==> src/rtl/pfx_addi_pkg.sv <==
package pfx_addi_pkg;

  localparam int WORD_W   = 32;
  localparam int RIDX_W   = 5;
  localparam int LO_IMM_W = 16;
  localparam int HI_IMM_W = 18;
  localparam int IMM_W    = LO_IMM_W + HI_IMM_W;

  localparam logic [5:0] OPC_ADDI   = 6'd14;
  localparam logic [5:0] OPC_PREFIX = 6'd1;
  localparam logic [1:0] PFX_TYPE   = 2'b10;

  typedef enum logic [1:0] {
    WK_OTHER  = 2'd0,
    WK_ADDI   = 2'd1,
    WK_PREFIX = 2'd2
  } word_kind_e;

  typedef struct packed {
    logic [RIDX_W-1:0]   rt;
    logic [RIDX_W-1:0]   ra;
    logic [LO_IMM_W-1:0] lo_imm;
    logic                rel;
    logic [HI_IMM_W-1:0] hi_imm;
  } word_fields_t;

endpackage

==> src/rtl/pfx_word_decode.sv <==
module pfx_word_decode
  import pfx_addi_pkg::*;
(
  input  logic [WORD_W-1:0] word,
  output word_kind_e        kind,
  output word_fields_t      fields
);

  logic [5:0] opc;
  logic       is_pfx;
  logic       unused_rsvd;

  assign opc    = word[31:26];
  assign is_pfx = (opc == OPC_PREFIX) && (word[25:24] == PFX_TYPE) && !word[23];

  always_comb begin
    if (opc == OPC_ADDI)  kind = WK_ADDI;
    else if (is_pfx)      kind = WK_PREFIX;
    else                  kind = WK_OTHER;
  end

  assign fields.rt     = word[25:21];
  assign fields.ra     = word[20:16];
  assign fields.lo_imm = word[15:0];
  assign fields.rel    = word[20];
  assign fields.hi_imm = word[17:0];

  assign unused_rsvd = ^{word[22:21], word[19:18]};

endmodule

==> src/rtl/pfx_hold.sv <==
module pfx_hold
  import pfx_addi_pkg::*;
#(
  parameter int ADDR_W = 64
) (
  input  logic                clk,
  input  logic                rst,
  input  logic                load,
  input  logic                consume,
  input  logic                rel_in,
  input  logic [HI_IMM_W-1:0] hi_in,
  input  logic [ADDR_W-1:0]   addr_in,
  output logic                pend,
  output logic                rel,
  output logic [HI_IMM_W-1:0] hi,
  output logic [ADDR_W-1:0]   addr
);

  always_ff @(posedge clk) begin
    if (rst) begin
      pend <= 1'b0;
    end else if (load) begin
      pend <= 1'b1;
    end else if (consume) begin
      pend <= 1'b0;
    end
  end

  always_ff @(posedge clk) begin
    if (load) begin
      rel  <= rel_in;
      hi   <= hi_in;
      addr <= addr_in;
    end
  end

  assert_load_sets_R3: assert property (@(posedge clk) disable iff (rst)
    load |=> pend);

  assert_idle_keeps_R8: assert property (@(posedge clk) disable iff (rst)
    (!load && !consume) |=> ($stable(pend) && $stable(hi) && $stable(addr)));

endmodule

==> src/rtl/pfx_exec.sv <==
module pfx_exec
  import pfx_addi_pkg::*;
#(
  parameter int XLEN = 64
) (
  input  logic                clk,
  input  logic                rst,
  input  logic                go_std,
  input  logic                go_pfx,
  input  logic                flag_ill,
  input  logic                flag_bad,
  input  logic                pfx_rel,
  input  logic [HI_IMM_W-1:0] pfx_hi,
  input  logic [XLEN-1:0]     pfx_addr,
  input  logic [RIDX_W-1:0]   rt,
  input  logic [RIDX_W-1:0]   ra,
  input  logic [LO_IMM_W-1:0] lo_imm,
  input  logic [XLEN-1:0]     ra_data,
  output logic                out_valid,
  output logic                out_illegal,
  output logic                out_badform,
  output logic [RIDX_W-1:0]   out_rt,
  output logic [XLEN-1:0]     out_value
);

  localparam int EXT_LO = XLEN - LO_IMM_W;
  localparam int EXT_HI = XLEN - IMM_W;

  logic [XLEN-1:0] imm_short;
  logic [XLEN-1:0] imm_long;
  logic [XLEN-1:0] base_val;
  logic [XLEN-1:0] addend;
  logic [XLEN-1:0] sum;

  assign imm_short = {{EXT_LO{lo_imm[LO_IMM_W-1]}}, lo_imm};
  assign imm_long  = {{EXT_HI{pfx_hi[HI_IMM_W-1]}}, pfx_hi, lo_imm};

  always_comb begin
    if (go_pfx && pfx_rel)  base_val = pfx_addr;
    else if (ra == '0)      base_val = '0;
    else                    base_val = ra_data;
  end

  assign addend = go_pfx ? imm_long : imm_short;
  assign sum    = base_val + addend;

  always_ff @(posedge clk) begin
    if (rst) begin
      out_valid   <= 1'b0;
      out_illegal <= 1'b0;
      out_badform <= 1'b0;
    end else begin
      out_valid   <= go_std || go_pfx;
      out_illegal <= flag_ill;
      out_badform <= flag_bad;
    end
  end

  always_ff @(posedge clk) begin
    if (go_std || go_pfx) begin
      out_rt    <= rt;
      out_value <= sum;
    end
  end

  assert_strobes_exclusive_R11: assert property (@(posedge clk) disable iff (rst)
    $onehot0({out_valid, out_illegal, out_badform}));

endmodule

==> src/rtl/pfx_addi_unit.sv <==
module pfx_addi_unit
  import pfx_addi_pkg::*;
#(
  parameter int XLEN = 64
) (
  input  logic                clk,
  input  logic                rst,
  input  logic                in_valid,
  input  logic [WORD_W-1:0]   in_word,
  input  logic [XLEN-1:0]     in_addr,
  output logic [RIDX_W-1:0]   rd_idx,
  input  logic [XLEN-1:0]     rd_data,
  output logic                out_valid,
  output logic [RIDX_W-1:0]   out_rt,
  output logic [XLEN-1:0]     out_value,
  output logic                out_illegal,
  output logic                out_badform
);

  word_kind_e      kind;
  word_fields_t    fld;
  logic            pend;
  logic            h_rel;
  logic [HI_IMM_W-1:0] h_hi;
  logic [XLEN-1:0] h_addr;

  logic go_std, load_pfx, pair, pair_ok, flag_ill, flag_bad, go_pfx;

  pfx_word_decode u_dec (
    .word   (in_word),
    .kind   (kind),
    .fields (fld)
  );

  assign rd_idx = fld.ra;

  assign go_std   = in_valid && !pend && (kind == WK_ADDI);
  assign load_pfx = in_valid && !pend && (kind == WK_PREFIX);
  assign pair     = in_valid && pend;
  assign pair_ok  = pair && (kind == WK_ADDI);
  assign flag_ill = pair && (kind != WK_ADDI);
  assign flag_bad = pair_ok && h_rel && (fld.ra != '0);
  assign go_pfx   = pair_ok && !flag_bad;

  pfx_hold #(.ADDR_W(XLEN)) u_hold (
    .clk     (clk),
    .rst     (rst),
    .load    (load_pfx),
    .consume (pair),
    .rel_in  (fld.rel),
    .hi_in   (fld.hi_imm),
    .addr_in (in_addr),
    .pend    (pend),
    .rel     (h_rel),
    .hi      (h_hi),
    .addr    (h_addr)
  );

  pfx_exec #(.XLEN(XLEN)) u_exec (
    .clk         (clk),
    .rst         (rst),
    .go_std      (go_std),
    .go_pfx      (go_pfx),
    .flag_ill    (flag_ill),
    .flag_bad    (flag_bad),
    .pfx_rel     (h_rel),
    .pfx_hi      (h_hi),
    .pfx_addr    (h_addr),
    .rt          (fld.rt),
    .ra          (fld.ra),
    .lo_imm      (fld.lo_imm),
    .ra_data     (rd_data),
    .out_valid   (out_valid),
    .out_illegal (out_illegal),
    .out_badform (out_badform),
    .out_rt      (out_rt),
    .out_value   (out_value)
  );

  assert_pair_consumed_R7: assert property (@(posedge clk) disable iff (rst)
    (pend && in_valid) |=> !pend);

  assert_no_accept_idle_R8: assert property (@(posedge clk) disable iff (rst)
    !in_valid |=> (!out_valid && !out_illegal && !out_badform));

  assert_standalone_result_R1: assert property (@(posedge clk) disable iff (rst)
    (!pend && in_valid && in_word[31:26] == OPC_ADDI) |=>
      (out_valid && out_rt == $past(in_word[25:21])));

  assert_other_silent_R10: assert property (@(posedge clk) disable iff (rst)
    (!pend && in_valid && kind == WK_OTHER) |=> (!out_valid && !out_illegal && !out_badform && !pend));

  assert_badform_only_R6: assert property (@(posedge clk) disable iff (rst)
    (pend && h_rel && in_valid && in_word[31:26] == OPC_ADDI && in_word[20:16] != 5'd0)
      |=> (out_badform && !out_valid));

endmodule

==> config.mk <==
export PLATFORM = sky130hd
export DESIGN_NAME = pfx_addi_unit
export DESIGN_NICKNAME = d
export VERILOG_FILES = /design/src/rtl/pfx_addi_pkg.sv /design/src/rtl/pfx_word_decode.sv /design/src/rtl/pfx_hold.sv /design/src/rtl/pfx_exec.sv /design/src/rtl/pfx_addi_unit.sv
export SDC_FILE = /design/constraint.sdc
export NUM_CORES = 1
export LEC_CHECK = 0
export ABC_AREA = 0
export BUFFER_PORTS_ARGS = -buffer_cell sky130_fd_sc_hd__buf_2
export CORE_AREA = 2 2 157 159
export CTS_CLUSTER_DIAMETER = 80
export DETAILED_ROUTE_END_ITERATION = 10
export DIE_AREA = 0 0 159 161
export SETUP_SLACK_MARGIN = 0.4
export SLEW_MARGIN = 20
export SYNTH_ARGS = -nofsm -noshare
export SYNTH_HDL_FRONTEND = slang
export SYNTH_SLANG_ARGS = --single-unit
==> constraint.sdc <==
create_clock -name clk -period 12.9 [get_ports clk]
set_input_delay 1.29 -clock clk [delete_from_list [all_inputs] [get_ports clk]]
set_output_delay 1.29 -clock clk [all_outputs]
set_load 0.01 [all_outputs]
After elaboration in Yosys (flattened, before gate mapping)
Cells that the tools add are included.
{ "word_totals": {"out_inout_bits": 77, "in_bits": 163, "register_bits": 156, "word_cells": 42} }
{ "classes": {"n_reduce_logical": 19, "add_sub_neg": 1, "n_mux": 7, "n_eq_ne": 6} }
{ "op_table": {"columns": ["cell", "n"], "rows": [
  ["2-to-1 mux 64 bit", 3],
  ["adder 64 bit", 1],
  ["logical AND 1 bit", 12],
  ["== test 6 x 1 -> 1 bit (second input constant)", 1],
  ["== test 6 x 4 -> 1 bit (second input constant)", 1],
  ["logical NOT 5 bit", 1],
  ["nonzero test 5 bit", 1],
  ["== test 2 bit (second input constant)", 2],
  ["2-to-1 mux 2 bit", 2],
  ["logical NOT 1 bit", 3],
  ["== test 2 x 1 -> 1 bit (second input constant)", 1],
  ["2-to-1 mux 1 bit", 2],
  ["!= test 2 x 1 -> 1 bit (second input constant)", 1],
  ["nonzero test 2 bit", 1],
  ["logical OR 1 bit", 1]
]} }

Depth between registers and ports, before layout
Gate-level depths: netlist of the first run.
{ "depth": {"depth_word": 14, "mapped_depth": 19} }

Hierarchy
A second synthesis of the first run with hierarchy kept.
{ "hier_totals": {"hier_cells": 924, "area_unflattened_um2": 9818.2} }
{ "modules_own_cells": {"columns": ["module", "n_inst", "cells_per_inst", "area_per_inst_um2", "seq_area_each_um2"], "rows": [
  ["pfx_exec", 1, 776, 6836.6, 2132.0],
  ["pfx_hold", 1, 87, 2531.2, 2512.4],
  ["pfx_word_decode", 1, 51, 376.6, 0.0],
  ["pfx_addi_unit", 1, 10, 73.8, 0.0]
]} }

Worst setup path after synthesis of the first run
No wires, ideal clock.
{ "synth_timing": {"path_kind": "input to register", "from": "in in_word[27]", "to": "reg u_hold.addr[0] (enable)", "path_stages": 3, "t_arrival_ns": 9.570, "setup_slack_ns": 2.589, "setup_ns": 0.741, "cell_sequence": "nor4bb_1 -> nand4b_1 -> nor4_1"} }
{ "synth_between": {"elab_chain_cells": 7, "elab_cells_between_ends": 8, "classes_between": "eq/ne: 3; mux: 2; reduce/logical: 3"} }
{ "synth_rtl": {"columns": ["item", "line_no", "text"], "rows": [
  ["start: declaration", "pfx_addi_unit.sv:9", "input logic [WORD_W-1:0] in_word,"],
  ["== test 6 x 1 -> 1 bit", "pfx_word_decode.sv:14", "assign is_pfx = (opc == OPC_PREFIX) && (word[25:24] == PFX_TYPE) && !word[23];"],
  ["logical AND 1 bit (2 in series)", "pfx_word_decode.sv:14", null],
  ["2-to-1 mux 2 bit", "pfx_word_decode.sv:18", "else if (is_pfx) kind = WK_PREFIX;"],
  ["2-to-1 mux 2 bit (*)", "pfx_word_decode.sv:17", "if (opc == OPC_ADDI) kind = WK_ADDI;"],
  ["== test 2 bit (*)", "pfx_addi_unit.sv:38", "assign load_pfx = in_valid && !pend && (kind == WK_PREFIX);"],
  ["logical AND 1 bit (*)", "pfx_addi_unit.sv:38", null],
  ["via load_pfx", "pfx_addi_unit.sv:27", "logic go_std, load_pfx, pair, pair_ok, flag_ill, flag_bad, go_pfx;"],
  ["end signal: assignment", "pfx_hold.sv:33", "addr <= addr_in;"],
  ["end: declaration", "pfx_hold.sv:16", "output logic [ADDR_W-1:0] addr"]
]} }
The timed path passes the listed nets; every way through them passes the cells marked *.
A chain may end at the register's enable or synchronous reset.

Worst setup path in the final report of the first run
{ "layout_timing": {"from": "in in_word[17]", "to": "reg u_exec.out_value[63], data pin"} }
{ "layout_between": {"elab_chain_cells": 7, "elab_cells_between_ends": 10, "classes_between": "add/sub: 1; mux: 3; reduce/logical: 6"} }
{ "layout_rtl": {"columns": ["item", "line_no", "text"], "rows": [
  ["nonzero test 5 bit", "pfx_addi_unit.sv:42", "assign flag_bad = pair_ok && h_rel && (fld.ra != '0);"],
  ["logical AND 1 bit", "pfx_addi_unit.sv:42", null],
  ["logical NOT 1 bit", "pfx_addi_unit.sv:43", "assign go_pfx = pair_ok && !flag_bad;"],
  ["logical AND 1 bit", "pfx_addi_unit.sv:43", null],
  ["logical AND 1 bit", "pfx_exec.sv:39", "if (go_pfx && pfx_rel) base_val = pfx_addr;"],
  ["2-to-1 mux 64 bit", "pfx_exec.sv:39", null],
  ["adder 64 bit (*)", "pfx_exec.sv:45", "assign sum = base_val + addend;"],
  ["via u_exec.sum[63]", "pfx_exec.sv:33", "logic [XLEN-1:0] sum;"],
  ["end signal: assignment", "pfx_exec.sv:62", "out_value <= sum;"],
  ["end: declaration", "pfx_exec.sv:23", "output logic [XLEN-1:0] out_value"]
]} }
Marks and branches as above.

==> results of run 1 <==
-- per-layer routing --
layer	global-route usage [%]	routed length (microns)	share of wire (%)
met1	27.3	11700	44
met2	34.4	12700	47
met3	5.21	1840	6.9
met4	7.27	551	2.1
met5	0	21	0.078
-- registers in the layout, summed over array words and instances, names as in the netlist --
register and cells:
u_hold.pend 1, u_exec.out_valid 1, u_hold.rel 1, u_exec.out_illegal 1, u_hold.addr 64, u_exec.out_badform 1
u_exec.out_rt 5, u_hold.hi 18, u_exec.out_value 64
-- layout by cell type (no fill, tap or decap), types with 17 or more instances in the layout --
master / count
sky130_fd_sc_hd__nor2_1: 38
sky130_fd_sc_hd__xnor2_1: 44
sky130_fd_sc_hd__clkbuf_16: 17
sky130_fd_sc_hd__buf_2: 239
sky130_fd_sc_hd__a21o_1: 25
sky130_fd_sc_hd__ha_1: 63
sky130_fd_sc_hd__a21oi_1: 81
sky130_fd_sc_hd__nand2_1: 62
sky130_fd_sc_hd__inv_1: 37
sky130_fd_sc_hd__a22o_1: 63
sky130_fd_sc_hd__o21ai_0: 47
sky130_fd_sc_hd__edfxtp_1: 152
-- worst min-delay path: stages (launching register included) --
cell and delay (ns):
sky130_fd_sc_hd__dfxtp_1 0.36, sky130_fd_sc_hd__nand2_1 0.12, sky130_fd_sc_hd__nor4_1 0.06
-- final cells by class --
type,count,area [sq um],area share (%)
timing repair buffer,244,1240,10.7
antenna,2,5.00,0.0433
sequential,156,4640,40.2
multi-input combinational,630,4520,39.1
tap,324,405,3.51
inverter,39,146,1.27
clock inverter,13,166,1.44
clock buffer,18,429,3.71
-- worst max-delay path by stage --
stage | slack [ns] | start | to
2_1_floorplan | 2.59 | in_word[27] | u_hold.addr[0]$_DFFE_PP_
3_3_place_gp | 6.60 | in_word[20] | u_exec.out_value[63]$_DFFE_PP_
3_5_place_dp | 6.56 | in_word[16] | u_exec.out_value[63]$_DFFE_PP_
4_1_cts | 6.97 | in_word[17] | u_exec.out_value[63]$_DFFE_PP_
5_1_grt | 6.40 | in_word[20] | u_exec.out_value[55]$_DFFE_PP_
6_report | 6.95 | in_word[17] | u_exec.out_value[63]$_DFFE_PP_
-- power groups by stage --
stage          logic (W)  clock network (W)  registers [W]
2_1_floorplan   0.000195                  0       0.000583
3_3_place_gp    0.000281                  0       0.000581
3_5_place_dp    0.000281                  0       0.000581
4_1_cts         0.000283           0.000530       0.000570
5_1_grt         0.000313           0.000548       0.000570
6_report        0.000284           0.000519       0.000570
-- cells in the mapped netlist (2+ instances only) --
library cell                count  share of area, %
sky130_fd_sc_hd__inv_1         37               1.5
sky130_fd_sc_hd__a221o_1        2              0.21
sky130_fd_sc_hd__edfxtp_1     152                48
sky130_fd_sc_hd__a22oi_1        2              0.16
sky130_fd_sc_hd__o31ai_1        2              0.16
sky130_fd_sc_hd__o2111ai_1      2              0.18
sky130_fd_sc_hd__o31ai_2        4              0.53
sky130_fd_sc_hd__and4_1         3              0.28
sky130_fd_sc_hd__a22o_1        63               5.8
sky130_fd_sc_hd__nor3b_1        2              0.16
sky130_fd_sc_hd__o21bai_1      15               1.2
sky130_fd_sc_hd__ha_1          63               8.3
sky130_fd_sc_hd__o21ai_1       14              0.74
sky130_fd_sc_hd__buf_1          4              0.16
sky130_fd_sc_hd__a21o_1        25               2.0
sky130_fd_sc_hd__nand2_2        2              0.13
sky130_fd_sc_hd__a211oi_1       4              0.32
sky130_fd_sc_hd__nand2b_1       4              0.26
sky130_fd_sc_hd__xor2_1        15               1.4
sky130_fd_sc_hd__buf_2          6              0.32
sky130_fd_sc_hd__a21boi_1       4              0.32
sky130_fd_sc_hd__nand2_1       63               2.5
sky130_fd_sc_hd__o211ai_1       6              0.48
sky130_fd_sc_hd__nor2_1        38               1.5
sky130_fd_sc_hd__buf_4         10              0.79
sky130_fd_sc_hd__dfxtp_1        4              0.85
sky130_fd_sc_hd__a31oi_1        8              0.53
sky130_fd_sc_hd__nor3_1        13              0.69
sky130_fd_sc_hd__nand4_1       13              0.86
sky130_fd_sc_hd__nor2b_1        5              0.33
sky130_fd_sc_hd__xnor2_1       44               4.1
sky130_fd_sc_hd__clkbuf_1      19              0.75
sky130_fd_sc_hd__a21oi_1       81               4.3
sky130_fd_sc_hd__o221ai_1       3              0.28
sky130_fd_sc_hd__and2b_1        3              0.24
sky130_fd_sc_hd__or3_1          8              0.53
sky130_fd_sc_hd__o21a_1         6              0.48
sky130_fd_sc_hd__a21oi_2        2              0.18
sky130_fd_sc_hd__and3_1        10              0.66
sky130_fd_sc_hd__nand3_1       15              0.79
sky130_fd_sc_hd__nor4_1         2              0.13
sky130_fd_sc_hd__and2_1         5              0.33
sky130_fd_sc_hd__o21ai_0       48               2.5
-- kinds of logic (layout without fill, tap and decap cells) --
family | after synthesis | count (layout) | share of synthesized area (%)
buf+inv | 78 | 314 | 3.57
compound gates | 310 | 310 | 22.9
fa+ha+maj | 64 | 64 | 8.53
other cells | 0 | 2 | 0
xor+xnor | 59 | 59 | 5.45
simple gates | 196 | 196 | 10.5
mux | 1 | 1 | 0.106
flops | 156 | 156 | 49.0
-- stage by stage --
step / hold WS (ns) / instance area, sq um / worst slack [ns]
2_1_floorplan: 0.486 / 9480 / 2.59
3_3_place_gp: 0.565 / 11000 / 6.60
3_5_place_dp: 0.556 / 11000 / 6.56
4_1_cts: 0.571 / 11500 / 6.97
5_1_grt: 0.621 / 11600 / 6.40
6_report: 0.578 / 11600 / 6.95
==> summary.txt, run 1 <==
Finish
  • Share of layout cells above drive strength 1: ~28%
  • Final net count: between 1000 and 1500
  • Number of fill cells in the layout: ~2300
  • Post-route core utilization: 48.2%
  • Fin cells: between 1000 and 1500
  • Area added between synthesis and finish: 21.9%

Route
  • Routed wirelength normalized by instance count: around 19 microns
  • Antenna-violating nets left: 0
  • Residual DRC count: 0
  • Final Routed Wirelength: ~27 mm
  • First DRT Iteration DRCs: 501
  • Vias per std cell: 5.36
  • Via total after detailed routing: between 7000 and 8000
  • First-pass iteration count of the detailed router: 5

Die
  • Standard-cell rows: 57
  • I/O pin count: 240
  • Die extent in y: 161 microns
  • X dimension of the die: approximately 160 microns
  • Core Footprint: around 24000 sq um
  • Total die area: 25600 sq um
  • Starting utilization of the core area: between 30% and 40%

Pwr
  • Sw Ratio: between 20 and 30%
  • P_int: slightly below 0.001 W
  • Power, Total: ~0.0014 W
  • Clock share of power: about 38%
  • Reg power frac: 41.5%
  • Cell leakage power: roughly 4.7 nW
  • Max IR drop VDD: slightly below 70 uV
  • Switching component of the power: 0.000379 W
  • Ratio of total power to cell area: roughly 120 nW/um^2
  • Share of power burned in combinational logic: 20.7%

Timing
  • Sum of negative setup slack: 0 ns
  • Final worst clock skew: just under 0.01 ns
  • Max_slew headroom: a little over a third
  • Setup violations, final: 0
  • Worst-margin pin slew: 0.973 ns
  • Fin. max-slew vios: 0
  • Final hold violations: 0
  • Final worst path period share: 46.1%
  • Final period demand of the worst path: 5.95 ns
  • RSZ-0062 raised after global routing: false
  • Highest Clock Rate: 168 MHz

Logic synthesis
  • Synthesized instance count: between 800 and 900
  • Sequential share of the synthesized area: roughly half
  • Post-Syn Area per Cell: roughly 11 sq um
  • Total nets after synthesis: around 1100
  • Unique cell type count in the Yosys netlist: 76
  • EDFF count, synth: about 150
  • Share of flip-flops with an asynchronous set or reset: 0%
  • Main flop type after synthesis: sky130_fd_sc_hd__edfxtp_1
  • Count of yosys warnings during synthesis: 0
  • Register bit count reported by yosys: 156
  • Cell Area, Synth: around 9500 sq um

Critical path
  • FF-to-FF setup slack: 8.16 ns
  • CP cell instances: buf_2 > nor3_1 > nand2_2 > buf_4 > nand2_1 > nand2_1 > nand2_1 > o21ai_2 > buf_4 > ha_1 > nand4_1 > nor3b_1 > nand2_1 > nor2_1 > o21ai_1 > a21oi_1 > a31o_1 > a21oi_1 > xnor2_1
  • Worst reg-to-reg path cell count: 15
  • Crit-path leading delay family: simple AND/OR/NAND/NOR gates
  • Endpoint of the lowest-slack register-to-register path: u_exec.out_value[63]$_DFFE_PP_
  • Number of stages on the worst setup path: 19
  • Startpoint of the lowest-slack register-to-register path: u_hold.pend$_SDFFE_PP0P_
  • Slowest Stage Delay on Critical Path: roughly 0.60 ns
  • Critical Path Start Type: input port
  • Data arrival at the endpoint of the critical path: slightly above 6 ns
  • CP max FO: 65
  • Critical path class: in2reg
  • Critical path data required time: around 13 ns
  • Combined buffer and inverter count along the critical path: 3
  • Critical Path Sink Type: flip-flop
  • Cell with the biggest individual delay on the critical path: sky130_fd_sc_hd__buf_4
  • Critical Path Most Common Cell: sky130_fd_sc_hd__nand2_1

Global route
  • Via count of the first global-routing pass: around 7600
  • Maximum number of pins on one net before global-route repair: 85
  • Total global-route track usage: about a fifth
  • Initial antenna violation count: 4
  • Wire length of the first global-routing pass: between 40 and 50 mm
  • Total congestion overflow after global routing: 0

Clock network
  • Clock transition at path regs: 0.07 ns
  • Deepest clock path buffer count: 2
  • Clock Sink Count: ~160
  • Root Driver: sky130_fd_sc_hd__clkbuf_16
  • Clock buffers created by TritonCTS: 17
  • TritonCTS clock tree: done
  • Worst-skew pair later-pin latency: ~0.43 ns
  • Resized cells post-CTS: 0
  • CTS Hold Buffers Added: 0
  • Htree depth: 4
  • Number of buffers inserted to repair setup after CTS: 0

Placement
  • Post-Place Cells: about 1400
  • Half-perimeter wire length of the detailed placement result: a little over 20 mm
  • Quantity of I/O buffers inserted on ports: 239
  • Final GP Congestion: between 0.9 and 1

Run status
  • Run status: completed

Min path
  • Worst-case hold path end point: u_exec.out_badform$_SDFF_PP0_
  • Worst Hold Launch: u_hold.pend$_SDFFE_PP0P_
  • Hold Crit Class: reg2reg
  • Worst hold path stage count: 2

Job
  • Max_cap viols: 0
Note: power is estimated with default switching activity, not from simulation.
==> inputs of run 2 (changes only) <==
clock period = 5.6 ns   (was 12.9 ns; I/O delays follow)
==> summary.txt, run 2 (synthesis gave the netlist of run 1 again) <==
Critical path
  • Critical path class: in2reg
  • FF-to-FF setup slack: approximately 1.2 ns
  • Critical Path Sink Type: flip-flop
  • Critical path data required time: roughly 5.8 ns
  • CP cell instances: buf_2 > nor2_1 > nand4_1 > nor2_1 > nand2_1 > nand2_1 > o21ai_2 > buf_4 > ha_1 > and4_1 > nor3b_2 > a21oi_1 > and3_1 > nand2_1 > a211oi_2 > o31ai_4 > a221oi_2 > xnor2_1
  • Combined buffer and inverter count along the critical path: 2
  • Cell with the biggest individual delay on the critical path: sky130_fd_sc_hd__a211oi_2
  • Endpoint of the lowest-slack register-to-register path: u_exec.out_value[60]$_DFFE_PP_
  • Critical path launch point: in_word[31]
  • Data arrival at the endpoint of the critical path: about 4.7 ns
  • Critical Path Most Common Cell: sky130_fd_sc_hd__nand2_1
  • Critical Path Start Type: input port
  • Crit-path leading delay family: simple AND/OR/NAND/NOR gates
  • CP max FO: 18
  • Startpoint of the lowest-slack register-to-register path: u_hold.pend$_SDFFE_PP0P_
  • Worst reg-to-reg path cell count: 16
  • Slowest Stage Delay on Critical Path: ~0.47 ns

Run status
  • Run status: completed

Placement
  • Quantity of I/O buffers inserted on ports: ~240
  • Half-perimeter wire length of the detailed placement result: between 20 and 25 mm
  • Final GP Congestion: around 0.93

Clock network
  • Clock buffers created by TritonCTS: 17
  • Root Driver: sky130_fd_sc_hd__clkbuf_16
  • Clock Sink Count: 156
  • TritonCTS clock tree: done
  • Htree depth: 4
  • Resized cells post-CTS: 0
  • CTS Hold Buffers Added: 0
  • Clock transition at path regs: ~0.07 ns
  • Number of buffers inserted to repair setup after CTS: 0
  • Worst-skew pair later-pin latency: ~0.45 ns
  • Deepest clock path buffer count: 2

Timing
  • Worst hold slack across all endpoints: 0.282 ns
  • Final period demand of the worst path: 4.49 ns
  • RSZ-0062 raised after global routing: false
  • Sum of negative setup slack: 0 ns
  • Setup violations, final: 0
  • Final worst path period share: between 80% and 90%
  • Highest Clock Rate: about 220 MHz
  • Fin. max-slew vios: 0
  • Max_slew headroom: 48.3%
  • Final hold violations: 0
  • Final worst clock skew: between 0.009 and 0.01 ns
  • Worst-margin pin slew: just under 0.8 ns

Route
  • Residual DRC count: 0
  • Final Routed Wirelength: about 27 mm
  • Routed wirelength normalized by instance count: roughly 19 microns
  • Vias per std cell: approximately 5.4
  • Antenna-violating nets left: 0
  • First DRT Iteration DRCs: 537
  • Via total after detailed routing: roughly 7800
  • First-pass iteration count of the detailed router: 5

Global route
  • Total global-route track usage: between 20% and 30%
  • Total congestion overflow after global routing: 0
  • Wire length of the first global-routing pass: between 40 and 50 mm
  • Via count of the first global-routing pass: between 7000 and 8000
  • Maximum number of pins on one net before global-route repair: 65
  • Initial antenna violation count: 4

Die
  • Core Footprint: ~24000 sq um
  • X dimension of the die: 159 microns
  • Starting utilization of the core area: 39.5%
  • I/O pin count: 240
  • Total die area: ~26000 sq um
  • Standard-cell rows: between 50 and 60
  • Die extent in y: approximately 160 microns

Finish
  • Final net count: 1320
  • Share of layout cells above drive strength 1: ~28%
  • Most common cell after layout, fill and taps aside: sky130_fd_sc_hd__buf_2
  • Biggest regs: u_exec.out_value: 64 flops, u_hold.addr: 64 flops, u_hold.hi: 18 flops
  • Area added between synthesis and finish: 22.6%
  • Most used cells in the layout excluding fill and tap cells: sky130_fd_sc_hd__buf_2, sky130_fd_sc_hd__edfxtp_1, sky130_fd_sc_hd__a21oi_1

Pwr
  • Ratio of total power to cell area: approximately 280 nW/um^2
  • Max IR drop VDD: slightly above 200 uV
  • Cell leakage power: about 4.7 nW

Min path
  • Hold Crit Class: in2reg
  • Worst-case hold path end point: u_hold.addr[13]$_DFFE_PP_
  • Worst hold path stage count: 1
  • Worst Hold Launch: in_addr[13]

Job
  • Max_cap viols: 0
run 2: cell count changes in the layout (fill, tap and decap cells not counted):
cell and change:
sky130_fd_sc_hd__nor4_2 -1, sky130_fd_sc_hd__clkinv_2 -1, sky130_fd_sc_hd__inv_8 +2, sky130_fd_sc_hd__inv_6 +2, sky130_fd_sc_hd__clkinv_4 -2, sky130_fd_sc_hd__buf_4 +6
sky130_fd_sc_hd__buf_6 -1, sky130_fd_sc_hd__nor4_4 +1
run 2: worst max-delay path by stage:
stage | endpoint | slack (ns) | depth (start not counted)
6_report | u_exec.out_value[60]$_DFFE_PP_ | 1.11 | 18
5_1_grt | u_exec.out_value[60]$_DFFE_PP_ | 0.70 | 18
4_1_cts | u_exec.out_value[60]$_DFFE_PP_ | 1.15 | 18
3_5_place_dp | u_exec.out_value[60]$_DFFE_PP_ | 0.72 | 18
3_3_place_gp | u_exec.out_value[60]$_DFFE_PP_ | 0.72 | 18
2_1_floorplan | u_exec.out_value[61]$_DFFE_PP_ | 0.70 | 17
run 2: per-layer routing:
layer	vias up	GRT usage, %	part of all wire, %
li1	3785	-	-
met5	-	0	0.048
met4	2	6.24	1.9
met1	3671	28.4	46
met3	40	4.13	5.9
met2	270	33.8	46
run 2: cell type report:
type,count,area [sq um]
sequential,156,4640
timing repair buffer,249,1270
clock buffer,18,429
inverter,39,146
clock inverter,14,184
fill,2315,12300
antenna,2,5.00
tap,324,405
multi-input combinational,630,4530
run 2: where the power goes:
part           total, W  internal (W)  switching, W
sequential      0.00131       0.00131    0.00000135
clock           0.00123      0.000713      0.000517
combinational  0.000655      0.000275      0.000380
total           0.00320       0.00230      0.000898
run 2: metrics by stage:
stage	power, W	utilization (%)	area (sq um)	cells	worst slack, ns
finish	0.00320	48.5	11600	1432	1.11
global placement	0.00198	45.9	11000	1398	0.717
CTS	0.00322	48.4	11600	1430	1.15
global route	0.00333	48.5	11600	1431	0.698
detailed placement	0.00198	45.9	11000	1398	0.717
floorplan	0.00179	-	9500	864	0.698
